### src/rtl/split64_pkg.sv
package split64_pkg;

    typedef enum logic {
        SEQ_EMPTY = 1'b0,
        SEQ_HALF  = 1'b1
    } seq_state_e;

    typedef enum logic {
        UNIT_NULL = 1'b0,
        UNIT_IDLE = 1'b1
    } unit_state_e;

endpackage

### src/rtl/split64_stager.sv
module split64_stager
    import split64_pkg::*;
#(
    parameter int HALF_W = 32
) (
    input  logic                clk,
    input  logic                rst_n,
    input  logic                up_wr,
    input  logic                lo_wr,
    input  logic [HALF_W-1:0]   wdata,
    output logic                commit,
    output logic [2*HALF_W-1:0] commit_data,
    output logic                orphan,
    output logic                pending
);

    seq_state_e        state_q;
    seq_state_e        state_d;
    logic [HALF_W-1:0] stage_hi_q;

    // state register
    always_ff @(posedge clk or negedge rst_n) begin
        if (!rst_n) begin
            state_q <= SEQ_EMPTY;
        end else begin
            state_q <= state_d;
        end
    end

    // transitions: stage, restage, commit, orphan commit
    always_comb begin
        state_d = state_q;
        unique case (state_q)
            SEQ_EMPTY: if (up_wr) state_d = SEQ_HALF;
            SEQ_HALF:  if (lo_wr) state_d = SEQ_EMPTY;
            default:   state_d = SEQ_EMPTY;
        endcase
    end

    // staging high word
    always_ff @(posedge clk or negedge rst_n) begin
        if (!rst_n) begin
            stage_hi_q <= '0;
        end else if (up_wr) begin
            stage_hi_q <= wdata;
        end
    end

    // outputs
    always_comb begin
        commit      = lo_wr;
        commit_data = {stage_hi_q, wdata};
        orphan      = 1'b0;
        pending     = 1'b0;
        unique case (state_q)
            SEQ_EMPTY: orphan  = lo_wr;
            SEQ_HALF:  pending = 1'b1;
            default:   orphan  = 1'b0;
        endcase
    end

    assert_stage_pends_R5: assert property (@(posedge clk) disable iff (!rst_n)
        up_wr |=> pending);

    assert_commit_clears_R6: assert property (@(posedge clk) disable iff (!rst_n)
        lo_wr |=> !pending);

    assert_restage_no_orphan_R9: assert property (@(posedge clk) disable iff (!rst_n)
        (pending && !lo_wr) |=> !orphan || pending);

endmodule

### src/rtl/split64_bank.sv
module split64_bank #(
    parameter int IDX_W  = 3,
    parameter int HALF_W = 32
) (
    input  logic                clk,
    input  logic                rst_n,
    input  logic                commit,
    input  logic [IDX_W-1:0]    commit_idx,
    input  logic [2*HALF_W-1:0] commit_data,
    input  logic                rd_en,
    input  logic [IDX_W-1:0]    rd_idx,
    input  logic                rd_upper,
    output logic [HALF_W-1:0]   rdata
);

    localparam int NUM_REGS = 1 << IDX_W;
    localparam int DATA_W   = 2 * HALF_W;

    logic [NUM_REGS-1:0][DATA_W-1:0] regs;
    logic [DATA_W-1:0]               rd_word;

    for (genvar i = 0; i < NUM_REGS; i++) begin : g_reg
        always_ff @(posedge clk or negedge rst_n) begin
            if (!rst_n) begin
                regs[i] <= '0;
            end else if (commit && (commit_idx == IDX_W'(i))) begin
                regs[i] <= commit_data;
            end
        end
    end

    assign rd_word = regs[rd_idx];

    always_ff @(posedge clk or negedge rst_n) begin
        if (!rst_n) begin
            rdata <= '0;
        end else if (rd_en) begin
            rdata <= rd_upper ? rd_word[DATA_W-1:HALF_W] : rd_word[HALF_W-1:0];
        end else begin
            rdata <= '0;
        end
    end

    assert_read_keeps_bank_R4: assert property (@(posedge clk) disable iff (!rst_n)
        (rd_en && !commit) |=> $stable(regs));

endmodule

### src/rtl/split64_unit_flag.sv
module split64_unit_flag
    import split64_pkg::*;
(
    input  logic clk,
    input  logic rst_n,
    input  logic any_wr,
    output logic unit_idle
);

    unit_state_e state_q;
    unit_state_e state_d;

    always_ff @(posedge clk or negedge rst_n) begin
        if (!rst_n) begin
            state_q <= UNIT_NULL;
        end else begin
            state_q <= state_d;
        end
    end

    // transition: wake
    always_comb begin
        state_d = state_q;
        unique case (state_q)
            UNIT_NULL: if (any_wr) state_d = UNIT_IDLE;
            UNIT_IDLE: state_d = UNIT_IDLE;
            default:   state_d = UNIT_NULL;
        endcase
    end

    always_comb begin
        unique case (state_q)
            UNIT_IDLE: unit_idle = 1'b1;
            default:   unit_idle = 1'b0;
        endcase
    end

    assert_idle_sticky_R8: assert property (@(posedge clk) disable iff (!rst_n)
        unit_idle |=> unit_idle);

    assert_write_wakes_R8: assert property (@(posedge clk) disable iff (!rst_n)
        any_wr |=> unit_idle);

endmodule

### src/rtl/split64_dbg_access.sv
module split64_dbg_access #(
    parameter int IDX_W  = 3,
    parameter int HALF_W = 32
) (
    input  logic              clk,
    input  logic              rst_n,
    input  logic              req_valid,
    input  logic              req_write,
    input  logic [IDX_W-1:0]  req_index,
    input  logic              req_upper,
    input  logic [HALF_W-1:0] req_wdata,
    output logic              rsp_ack,
    output logic [HALF_W-1:0] rsp_rdata,
    output logic              rsp_seq_err,
    output logic              unit_idle
);

    localparam int DATA_W = 2 * HALF_W;

    logic              up_wr;
    logic              lo_wr;
    logic              rd_en;
    logic              commit;
    logic [DATA_W-1:0] commit_data;
    logic              orphan;
    logic              pending;

    assign up_wr = req_valid &&  req_write &&  req_upper;
    assign lo_wr = req_valid &&  req_write && !req_upper;
    assign rd_en = req_valid && !req_write;

    split64_stager #(.HALF_W(HALF_W)) u_stager (
        .clk         (clk),
        .rst_n       (rst_n),
        .up_wr       (up_wr),
        .lo_wr       (lo_wr),
        .wdata       (req_wdata),
        .commit      (commit),
        .commit_data (commit_data),
        .orphan      (orphan),
        .pending     (pending)
    );

    split64_bank #(.IDX_W(IDX_W), .HALF_W(HALF_W)) u_bank (
        .clk         (clk),
        .rst_n       (rst_n),
        .commit      (commit),
        .commit_idx  (req_index),
        .commit_data (commit_data),
        .rd_en       (rd_en),
        .rd_idx      (req_index),
        .rd_upper    (req_upper),
        .rdata       (rsp_rdata)
    );

    split64_unit_flag u_flag (
        .clk       (clk),
        .rst_n     (rst_n),
        .any_wr    (up_wr || lo_wr),
        .unit_idle (unit_idle)
    );

    always_ff @(posedge clk or negedge rst_n) begin
        if (!rst_n) begin
            rsp_ack     <= 1'b0;
            rsp_seq_err <= 1'b0;
        end else begin
            rsp_ack     <= req_valid;
            rsp_seq_err <= orphan;
        end
    end

    assert_err_with_ack_R7: assert property (@(posedge clk) disable iff (!rst_n)
        rsp_seq_err |-> rsp_ack);

    assert_read_keeps_pending_R4: assert property (@(posedge clk) disable iff (!rst_n)
        rd_en |=> $stable(pending));

    assert_write_rdata_zero_R10: assert property (@(posedge clk) disable iff (!rst_n)
        (req_valid && req_write) |=> (rsp_rdata == '0));

endmodule

### config.mk
export PLATFORM = sky130hd
export DESIGN_NAME = split64_dbg_access
export DESIGN_NICKNAME = d
export VERILOG_FILES = /design/src/rtl/split64_pkg.sv /design/src/rtl/split64_stager.sv /design/src/rtl/split64_bank.sv /design/src/rtl/split64_unit_flag.sv /design/src/rtl/split64_dbg_access.sv
export SDC_FILE = /design/constraint.sdc
export NUM_CORES = 1
export LEC_CHECK = 0
export ABC_AREA = 0
export CAP_MARGIN = 20
export CORE_ASPECT_RATIO = 0.7
export CORE_UTILIZATION = 25
export CTS_CLUSTER_DIAMETER = 50
export CTS_CLUSTER_SIZE = 25
export DETAILED_ROUTE_END_ITERATION = 7
export GPL_TIMING_DRIVEN = 0
export HOLD_SLACK_MARGIN = 0.02
export SLEW_MARGIN = 25
export SYNTH_ARGS = -nofsm -noshare
export SYNTH_HDL_FRONTEND = slang
export SYNTH_SLANG_ARGS = --single-unit
### constraint.sdc
create_clock -name clk -period 2.5 [get_ports clk]
set_input_delay 0.5 -clock clk [delete_from_list [all_inputs] [get_ports clk]]
set_output_delay 0.5 -clock clk [all_outputs]
set_load 0.005 [all_outputs]
Word level (Yosys, flattened, before mapping)

Index checks and enable logic that the tools add are counted.

Output and inout port bits: 35
Flip-flop bits (word level): 580
Logic and storage cells: 51

Magnitude comparators: 1
Reduce and logical (&&, ||, !) cells: 16
Mux-type cells: 11
Bitwise gates (word level): 2
Eq/ne operators: 7

Operator list:

| kind                                                        | number |
|---|---|
| binary-select mux 64 bit (select 3 bit)                     | 1 |
| two-way mux 32 bit                                          | 2 |
| two-way mux 64 bit                                          | 1 |
| == test 3 bit (second input constant)                       | 4 |
| logical AND 1 bit                                           | 12 |
| == test 3 x 2 -> 1 bit (second input constant)              | 2 |
| two-way mux 1 bit                                           | 5 |
| less-than comparator 3 x 4 -> 1 bit (second input constant) | 1 |
| one-hot mux 1 bit (2 select lines)                          | 2 |
| == test 3 x 1 -> 1 bit (second input constant)              | 1 |
| logical NOT 3 bit                                           | 1 |
| logical NOT 1 bit                                           | 2 |
| NOT 1 bit                                                   | 2 |
| logical OR 1 bit                                            | 1 |

Logic depth before layout (Yosys ltp)

Depth after elaboration: 5
Mapped depth: 8
Depth with buffers taken out: 4

Modules after synthesis

Synthesis repeated with hierarchy kept, for this count alone.

Cell total of the unflattened synthesis: 1782
Area total of the unflattened synthesis: 25847.3 um^2

Modules (own cells, without submodules):

| module             | cells an instance | times used | area an instance (um^2) | seq. area each (um^2) |
|---|---|---|---|---|
| split64_bank       | 1669              | 1          | 24098.1                 | 13613.1 |
| split64_stager     | 105               | 1          | 1634.1                  | 825.8 |
| split64_dbg_access | 6                 | 1          | 83.8                    | 50.0 |
| split64_unit_flag  | 2                 | 1          | 31.3                    | 25.0 |

Least setup slack after synthesis

OpenSTA, ideal clock, no wires.

Path kind: input port to flip-flop
Start: in req_index[0]
End: reg u_bank.rdata[28]
Path slack: 0.537 ns
Arrival: 1.825 ns
Data required time: 2.362 ns
Buffers on the path: 3
Cell stages on the path: 6
Setup time: 0.138 ns
Cell sequence: buf_2 -> buf_4 -> buf_2 -> mux4_2 -> mux2i_1 -> o22ai_1

Cells in the longest elaborated chain, start to end: 4

RTL lines:

| item                                     | RTL line                | text |
|---|---|---|
| from (decl)                              | split64_dbg_access.sv:9 | `input logic [IDX_W-1:0] req_index,` |
| binary-select mux 64 bit (select 3 bit)  | split64_bank.sv:32      | `assign rd_word = regs[rd_idx];` |
| two-way mux 64 bit (implied by the code) | split64_bank.sv:32      |  |
| two-way mux 32 bit                       | split64_bank.sv:38      | `rdata <= rd_upper ? rd_word[DATA_W-1:HALF_W] : rd_word[HALF_W-1:0];` |
| two-way mux 32 bit                       | split64_bank.sv:37      | `end else if (rd_en) begin` |
| to (signal assigned)                     | split64_bank.sv:38      |  |
| to (decl)                                | split64_bank.sv:13      | `output logic [HALF_W-1:0] rdata` |

Every way passes these cells. The select of a mux whose other input is x is not followed.
A chain may end at the register's enable or synchronous reset.

Worst setup path in the final report

Start: in req_index[2]
End: reg u_bank.rdata[1]

The elaborated chain is that of the path after synthesis.

==> summary.txt <==
Yosys
  – Post-synth top flop: dfrtp_1
  – Avg Cell Area, Syn: between 15 and 20 um^2
  – Area leader, netlist: dfrtp_1
  – Synthesized Nets: 1673
  – Yosys reg bits: 580
  – Yosys warns: 0
  – Synth area leaders: dfrtp_1, mux2_2, mux4_2
  – Synth cell types: 39
  – Post-synthesis cell count: 1633
  – Cell Area, Synth: between 0.02 and 0.03 mm^2
  – Count leader, synth: dfrtp_1
  – Asr flop ratio synth: 100%
  – Top-area cell type share of the netlist area: between 50 and 60%
  – Most common library cells after synthesis: dfrtp_1, mux2_2, mux2i_1
  – Post-synthesis sequential area ratio: a little under three fifths
  – Number of synthesized flops with an enable pin: 0

Placement
  – Gpl congestion: 0.813
  – Cells after DPL: 3046
  – Port bufs: 70
  – Post-DP Area: roughly 0.028 mm^2
  – Hpwl dp: 51800 um

Clock network
  – CTS Root Buffer Type: clkbuf_16
  – H-tree Lvls: 2
  – Longest Clk Path Bufs: 3
  – CTS Buf Count: 41
  – Worst-Skew Late Latency: about 0.63 ns
  – Clock Sinks: 580
  – CTS tree: yes
  – Clock transition at path regs: approximately 0.080 ns

GRT
  – First-pass GRT wire length: ~110000 um
  – Grt total ovfl: 0
  – Gr usage total: 14.6%
  – Vias in the first global route: 16300
  – Initial antenna violation count: 3
  – Largest net degree at the start of global routing: 99

Power
  – Sw frac: between 20% and 30%
  – Clock power frac: 31.4%
  – Lkg Pwr: between 0.01 and 0.015 uW
  – Power Total: between 20000 and 25000 uW
  – Comb power frac: 17.1%
  – Pwr Density: between 800 and 900 mW/mm^2
  – Maximum VDD drop: around 450 uV
  – Int Pwr: approximately 17000 uW
  – Power share of the sequential group: 51.5%
  – NetSw: just under 7000 uW

Timing
  – Final worst path period share: 99.3%
  – Worst clock skew: between 0.04 and 0.05 ns
  – Period minus WS final: 2.48 ns
  – Rel. slew slack: between 20 and 30%
  – Hold slack final: -0.198 ns
  – Fin. Hold Viols: 78
  – Count of final setup violators: 0
  – Fmax: ~400 MHz
  – RSZ-0062 raised after global routing: false
  – Least-Margin Pin Slew: about 1.1 ns
  – Max-slew violation count: 0

Routing
  – Detailed-route via count: around 15000
  – Routed len/inst: about 24 um
  – Final ANT Viol Nets: 0
  – Final wirelength: around 76000 um
  – Iter 0 DRT Violations: about 1200
  – Vias/cell: 4.79
  – DRC Markers: 0
  – 1st-pass router iterations: 5

Critical path
  – CP max FO: 10
  – Required time of the critical path: between 2 and 3 ns
  – Worst Path Arrival: 2.92 ns
  – Endpoint class of the critical path: register
  – Critical path class: primary input to register
  – Setup crit start kind: primary input

Run
  – Max cap viols: 0

Status
  – Failing checks: hold timing
  – Status: finished with violations

Final layout
  – Final net count: 1794
  – Diode count: 0
  – Finished Layout Cells: about 3100
  – Area delta synth->final: 16.1%
  – Layout Cell Area excl Fill: 0.0298 mm^2
  – Layout cells sized above 1: a little under half

Floorplanning
  – Io pins: between 70 and 80
  – Die area: between 0.1 and 0.15 mm^2
  – Initial Util: between 20% and 30%
  – Die width: around 380 um
  – DIE HEIGHT: roughly 270 um
  – Core ar.: around 0.1 mm^2
  – Row cnt: between 90 and 100

Worst hold path
  – Min-delay worst type: primary input to async pin
metrics by stage:
| stage | setup TNS (ns) | utilization, % | worst slack [ns] |
|---|---|---|---|
| global placement | - | 27.8 | -23.38 |
| detailed placement | -280.88 | 28.0 | -0.756 |
| finish | 0 | 29.5 | 0.0179 |
| global route | 0 | 29.5 | 0.0527 |
| floorplan | 0 | - | 0.537 |
| CTS | 0 | 29.5 | 0.00621 |
state kept, by name, summed over array words and instances (netlist names), named ones only:
signal and cells:
u_stager.stage_hi_q 32, u_flag.state_q 1, rsp_seq_err 1, u_bank.regs 512
rsp_ack 1, u_bank.rdata 32
timing repair:
action                                  in CTS  in global routing
hold endpoints to repair                    78                 78
pin swaps                                    0                  1
gates resized for setup                      2                  9
cloned                                       0                  0
endpoints found under the setup margin       2                313
buffers inserted                             0                  1
metal layers:
metal	share of wire, %	global-route usage [%]
met5	0.033	0
met4	2.0	3.41
met3	7.1	3.82
met2	44	21.8
met1	47	20.8
worst paths after layout:
path / from / endpoint / slack (ns) / cells after the start
worst max-delay path: req_index[2] / u_bank.rdata[1]$_DFF_PN0_ / 0.02 / 6
worst min-delay path: rst_n / u_bank.regs[154]$_DFFE_PN0P_ / -0.20 / 1
worst max register to register: u_bank.regs[449]$_DFFE_PN0P_ / u_bank.rdata[1]$_DFF_PN0_ / 0.73 / 3
worst min register to register: register / rsp_seq_err$_DFF_PN0_ / 0.44 / 1
max in group asynchronous: rst_n / u_bank.regs[368]$_DFFE_PN0P_ / 0.44 / 5
min in group clk: req_upper / rsp_seq_err$_DFF_PN0_ / 0.15 / 2
kinds of logic after synthesis:
group | after synthesis | share of synthesized area [%]
compound gates | 137 | 3.66
buf+inv | 114 | 2.88
simple gates | 61 | 1.38
flops | 580 | 56.6
mux | 741 | 35.5
worst max-delay path, cell delays in order:
cell and delay [ns]:
buf_2 0.27, buf_2 0.43, buf_2 0.41, buf_2 0.47
mux2i_1 0.52, o22ai_1 0.29
power by group through the flow:
stage / clock network [uW] / registers [uW] / logic [uW]
after CTS: 7810 / 12400 / 4170
after detailed placement: 0 / 12600 / 4150
after global placement: 0 / 12500 / 3930
final: 7610 / 12500 / 4130
after global routing: 8170 / 12700 / 4460
after floorplan: 0 / 12200 / 2990
cells in the final DEF, fill, tap and decap left out, types with 3 or more instances in the layout:
cell type / n
buf_6: 10
inv_12: 3
mux2_4: 60
buf_12: 8
a211oi_1: 6
nand2_2: 3
o221ai_1: 12
o21ai_0: 26
mux2i_1: 101
mux2_1: 11
buf_1: 7
nand2b_1: 4
inv_6: 7
clkbuf_1: 17
dfrtp_1: 580
clkbuf_16: 41
clkbuf_2: 5
buf_4: 24
mux4_2: 59
nor3b_1: 9
clkbuf_8: 3
buf_16: 6
a21oi_1: 14
o22a_1: 9
mux2_2: 510
o221a_2: 12
nor2b_1: 3
a22oi_1: 10
inv_16: 3
nand3_1: 6
clkinvlp_4: 4
clkinv_8: 10
o22ai_1: 47
clkdlybuf4s50_1: 67
buf_2: 45
nand2_1: 21
area by class of cell:
cell class	count	area, um^2
fill	9932	71100
sequential	580	14500
multi-input combinational	939	10400
tap	1336	1670
clock buffer	44	1070
timing repair buffer	78	912
buffer	114	749
clock inverter	31	464
Power figures use the tool's default switching activity.
